===== src/rtl/dma_chan_regs.sv =====
module dma_chan_regs #(
  parameter int WORD_MODE = 0,
  parameter int NCH = 4,
  localparam int SH = (WORD_MODE != 0) ? 1 : 0,
  localparam int CB = $clog2(NCH),
  localparam int PW = CB + 1 + SH,
  localparam int AW = 16 + SH,
  localparam int LW = AW + 1
) (
  input  logic              clk,
  input  logic              rst_n,
  input  logic [PW-1:0]     io_port,
  input  logic              io_wr,
  input  logic              io_rd,
  input  logic              io_wide,
  input  logic [15:0]       io_wdata,
  output logic [7:0]        io_rdata,
  input  logic              ff_clr,
  input  logic              mst_rst,
  input  logic [NCH-1:0]    xfer_stb,
  input  logic [AW-1:0]     xfer_cnt,
  output logic [NCH*AW-1:0] chan_addr,
  output logic [NCH*LW-1:0] chan_len
);

  logic [15:0]   base_a [NCH];
  logic [15:0]   base_c [NCH];
  logic [AW-1:0] cur    [NCH];
  logic [AW-1:0] done   [NCH];
  logic          ff;

  logic [CB-1:0] chan;
  logic          sel;
  assign chan = io_port[SH+1 +: CB];
  assign sel  = io_port[SH];

  logic [15:0] old_v, wr_val, nxt_a;
  logic        reload, tog;
  assign old_v  = sel ? base_c[chan] : base_a[chan];
  assign wr_val = io_wide ? io_wdata :
                  ff      ? {io_wdata[7:0], old_v[7:0]} : {old_v[15:8], io_wdata[7:0]};
  assign nxt_a  = (!sel) ? wr_val : base_a[chan];
  assign reload = io_wr && (io_wide || ff);
  assign tog    = io_rd || (io_wr && !io_wide);

  logic [AW-1:0] rv;
  logic [15:0]   rsh;
  assign rv       = sel ? ((AW'(base_c[chan]) << SH) - done[chan]) : (cur[chan] + done[chan]);
  assign rsh      = rv[SH +: 16];
  assign io_rdata = ff ? rsh[15:8] : rsh[7:0];

  always_ff @(posedge clk or negedge rst_n) begin
    if (!rst_n) begin
      ff <= 1'b0;
      for (int i = 0; i < NCH; i++) begin
        base_a[i] <= '0;
        base_c[i] <= '0;
        cur[i]    <= '0;
        done[i]   <= '0;
      end
    end else begin
      if (ff_clr || mst_rst) ff <= 1'b0;
      else if (tog)          ff <= ~ff;
      for (int i = 0; i < NCH; i++) begin
        if (xfer_stb[i]) done[i] <= xfer_cnt;
        if (io_wr && chan == CB'(i)) begin
          if (sel) base_c[i] <= wr_val;
          else     base_a[i] <= wr_val;
          if (reload) begin
            cur[i]  <= AW'(nxt_a) << SH;
            done[i] <= '0;
          end
        end
      end
    end
  end

  logic [NCH*AW-1:0] done_flat;
  for (genvar g = 0; g < NCH; g++) begin : g_out
    assign chan_addr[g*AW +: AW] = cur[g];
    assign chan_len[g*LW +: LW]  = (LW'(base_c[g]) << SH) + (LW'(1) << SH);
    assign done_flat[g*AW +: AW] = done[g];
  end

endmodule


===== config.mk =====
export PLATFORM = sky130hd
export DESIGN_NAME = dma_chan_regs
export DESIGN_NICKNAME = d
export VERILOG_FILES = /design/src/rtl/dma_chan_regs.sv
export SDC_FILE = /design/constraint.sdc
export NUM_CORES = 1
export LEC_CHECK = 0
export ABC_AREA = 1
export BUFFER_PORTS_ARGS = -buffer_cell sky130_fd_sc_hd__buf_4
export CORE_UTILIZATION = 49
export DETAILED_ROUTE_END_ITERATION = 8
export HOLD_SLACK_MARGIN = 0.05
export PLACE_DENSITY = 0.67
export SYNTH_ARGS = -nofsm -noshare
export SYNTH_HDL_FRONTEND = slang
export SYNTH_SLANG_ARGS = --single-unit

===== constraint.sdc =====
create_clock -name clk -period 6.75 [get_ports clk]
set_input_delay 0.3375 -clock clk [delete_from_list [all_inputs] [get_ports clk]]
set_output_delay 0.3375 -clock clk [all_outputs]
set_load 0.1 [all_outputs]

After elaboration in Yosys (flattened, before gate mapping)
Index checks and enable logic that the tools add are counted.

storage, ports and cells
  flip-flop bits (word level) = 257
  word-level logic and storage cells = 86

operators by class
  add/subtract/negate cells = 6
  order comparisons = 1
  equal/unequal tests = 3
  mux-type cells = 32
  bitwise logic cells = 3
  reduce and logical (&&, ||, !) cells = 24

operators by type and width
  kind                                                       number
  two-way mux 16 bit                                         25
  binary-select mux 16 bit (select 2 bit)                    4
  adder 16 x 1 -> 17 bit (second input constant)             4
  AND reduction 2 bit                                        12
  adder 16 bit                                               1
  subtractor 16 bit                                          1
  two-way mux 8 bit                                          1
  logical AND 1 bit                                          6
  equality test 2 bit (second input constant)                2
  greater-or-equal comparator 3 bit (second input constant)  1
  logical OR 1 bit                                           3
  inverter 2 -> 3 bit                                        1
  equality test 2 x 1 -> 1 bit (second input constant)       1
  logical NOT 2 bit                                          1
  two-way mux 1 bit                                          2
  inverter 1 bit                                             2
  nonzero test 2 bit                                         1
  logical NOT 1 bit                                          1

Longest topological paths before layout
  depth in word-level cells = 8
  gate-level depth with buffers = 22

Worst setup path before layout
No wires, ideal clock.

  kind = register to output
  start point = register base_c[0] (netlist name)
  end point = output port io_rdata[0]
  arrival time = 4.654 ns
  data required time = 6.412 ns
  path slack = 1.758 ns
  cell stages (with the launch flop) = 15
  path buffers = 0
  cells stage by stage = dfrtp_1 > inv_1 > nor2_1 > a21oi_2 > nand2_1 > inv_2 > ha_1 > inv_1 > fa_1 > nand3_1 > nand3_1 > a21oi_1 > nand2_1 > nor3b_1 > o21ai_0

on the way
  longest elaborated chain between the ends = 6

ends and longest elaborated chain
  what                                                   line  source
  start: declaration                                     27    logic [15:0] base_c [NCH];
  start signal: indexed assignment                       67    if (sel) base_c[i] <= wr_val;
  binary-select mux 16 bit (select 2 bit)                48    assign rv = sel ? ((AW'(base_c[chan]) << SH) - done[chan]) : (cur[chan] + done[chan]);
  two-way mux 16 bit (not written as such) (2 in a row)  48
  subtractor 16 bit                                      48
  two-way mux 16 bit                                     48
  two-way mux 8 bit                                      50    assign io_rdata = ff ? rsh[15:8] : rsh[7:0];
  end: declaration                                       17    output logic [7:0] io_rdata,

No other way between the ends. The select of a mux whose other input is x is not followed.

Worst setup path after layout
  start point = input port io_port[1]
  end point = output port io_rdata[0]

on the way
  longest elaborated chain between the ends = 7
  elaborated cells on any way between the ends = 14

ends and longest elaborated chain
  what                                                      line  source
  start: declaration                                        12    input logic [PW-1:0] io_port,
  inverter 2 -> 3 bit (not written as such) *               48
  binary-select mux 16 bit (select 2 bit)                   48
  two-way mux 16 bit (not written as such) (2 in a row)     48
  adder 16 bit / subtractor 16 bit (equally long branches)  48
  two-way mux 16 bit *                                      48
  two-way mux 8 bit *                                       50

Mark *: on every way between the ends. The rest lies on a longest branch, timed or not. The select of a mux whose other input is x is not followed.

==> run metrics <==
status=finished clean; Clock transition at path regs=0.06 ns; Top FF cell, synth=dfrtp_1; Avg WL per Cell=19.7 µm; Final Hold Viols=0; # DRC=0; CORE AREA=31600 µm²; Crit Path Class=in -> out; Commonest cells post-synth=nand2_1 (651), dfrtp_1 (257), inv_1 (231); PortBufs=185; DR vias=15500; Site Rows=65; CP Capture Type=primary output; Peak Freq=0.223 GHz; Worst Path Required=6.41 ns; WHS=0.0587 ns; Worst setup SP type=input pin; aggregate negative setup slack=0 ns; Avg Inst Size Synth=7.30 µm²; post-synth cell types=52; Worst slew margin=0.170; clk_skew=0.0117 ns; Die X=181 µm; Yosys top cell by area=dfrtp_1; Post-DRT Antenna Nets=0; Syn-to-layout area delta=15.8%; number of global-route vias before repair=14500; dpl hpwl=38100 µm; CP max-delay cell=nor2_4; final max-slew violation count=0; final net count=2383; Leak Pwr=9.45 nW; GPL Wtd Cong=0.951; GRT Util Overall=0.327; Synth Net Count=2243; register area share after synthesis=0.408; maximum fanout along the worst path=39; die footprint=32900 µm²; die height=181 µm; Post-synth EDFFs=0; total CTS buffers=29; PostCTS Resize Cnt=0; Tmin final=4.48 ns; Mapped Area=15800 µm²; Max Root-Sink Buffers=3; Final period util=0.664; H-Tree Level Count=1; top area cells in the synthesized netlist=dfrtp_1 (41%), nand2_1 (15%), nand3_1 (6.9%); Syn. warnings=0; Critical Path AT=4.15 ns; FFs w/ async S/R, synth=1.00; max incr delay on CP=0.96 ns; worst hold path type=in -> reg; clock root buffer=clkbuf_16; worst-skew pair later-pin latency=0.57 ns; Vias/cell=5.71; Final setup viols=0; DR pass1 iterations=5; antenna violations before repair=0; Synth Register Bits=257; first-pass GRT wire length=82700 µm; share of layout cells above drive strength 1=0.143; CP Cell Sequence=buf_4, inv_2, nor2_4, a22oi_1, o221ai_1, ha_1, inv_1, fa_1, nand3_1, nand3_1, a21oi_1, nand2_1, nor3b_1, o21ai_0, buf_4; Synth top area share=0.408; RSZ-0062 raised after global routing=false; Initial Utilization=0.499; Post-Syn Instances=2161; Worst-Margin Slew=1.24 ns; VDD IR max=0.000332 V; cts hold-fix bufs=4; Power Dens Cells=379 nW/µm²; initial DRC count=1495; IO Count=186; WL final=53600 µm; number of diodes=0; postcts setup bufs=0; clock tree from TritonCTS=done; Clock Sinks=257; largest net degree at the start of global routing=170; grt ovf=0; Max Cap Violations=0; count leader, synth=nand2_1
critical path: cells and delay by family:
kind / cells / cell delay (ns)
AND/OR/NAND/NOR: 5 / 1.41
AO/OA/AOI/OAI: 4 / 0.88
buffers and inverters: 4 / 0.92
adder cells (fa/ha/maj): 2 / 0.59
stage by stage:
stage	power, mW	std cells	util	area, µm²	worst slack [ns]
floorplan	4.58	2161	-	15800	1.76
global placement	5.35	2668	0.548	17300	2.44
detailed placement	5.38	2668	0.548	17300	2.37
CTS	6.92	2721	0.578	18300	2.36
global route	7.22	2721	0.578	18300	2.08
finish	6.92	2721	0.578	18300	2.27
worst paths after layout:
path | slack, ns | endpoint | depth (start not counted) | startpoint
max in group asynchronous | 4.98 | base_a[36] | 3 | rst_n
max reg2reg | 3.97 | base_c[21] | 7 | ff
min | 0.06 | done[30] | 3 | xfer_cnt[14]
min in group asynchronous | 0.33 | done[46] | 2 | rst_n
min reg2reg | 0.49 | base_a[58] | 2 | base_a[58]
max | 2.27 | io_rdata[0] | 15 | io_port[1]
per-layer routing:
layer / up-vias / global-route usage / routed length (µm)
met5: - / 0 / 0
met4: 0 / 0.151 / 2560
met3: 126 / 0.0592 / 4220
met2: 694 / 0.526 / 24900
met1: 7408 / 0.428 / 22000
li1: 7299 / - / -
state kept, by name, indices dropped and copies added (netlist names):
| register | cells |
|---|---|
| base_a | 64 |
| base_c | 64 |
| chan_addr | 64 |
| done | 64 |
| ff | 1 |
layout make-up:
cell class                 instances  area [µm²]
clock buffer                      42         835
clock inverter                     7        67.6
fill                            3074       13400
inverter                         249         937
multi-input combinational       1561        7940
sequential                       257        6430
tap                              402         503
timing repair buffer             203        1550
layout by cell type (no fill, tap or decap), types with 5 or more instances in the layout:
cell type	instances
xor2_1	52
o22ai_1	11
o21ai_1	43
and2_1	8
nor2_1	150
a21oi_2	9
nor2_4	8
clkbuf_16	29
nand4_1	21
nand2_1	651
nor2_2	6
buf_4	197
nand2_2	7
clkbuf_1	7
inv_2	16
clkbuf_8	6
o21a_1	11
nand3_2	23
dfrtp_1	257
inv_1	230
nor3_1	17
a31oi_1	27
ha_1	34
a21oi_1	101
nand3b_1	5
nand3_1	218
o21ai_0	64
a22oi_1	49
mux2_2	5
power by group:
part	internal (mW)	switching, mW	total [mW]
Clock	0.887	0.651	1.54
Sequential	1.83	0.278	2.11
Combinational	0.737	2.54	3.27
kinds of logic (layout without fill, tap and decap cells):
| family | count (synthesis) | after routing | synth area share |
|---|---|---|---|
| compound gates | 334 | 334 | 0.126 |
| mux | 5 | 5 | 0.00357 |
| flops | 257 | 257 | 0.408 |
| buf+inv | 343 | 501 | 0.0894 |
| fa+ha+maj | 36 | 36 | 0.0295 |
| simple gates | 1131 | 1131 | 0.314 |
| xor+xnor | 55 | 55 | 0.0305 |
Power figures use the tool's default switching activity.
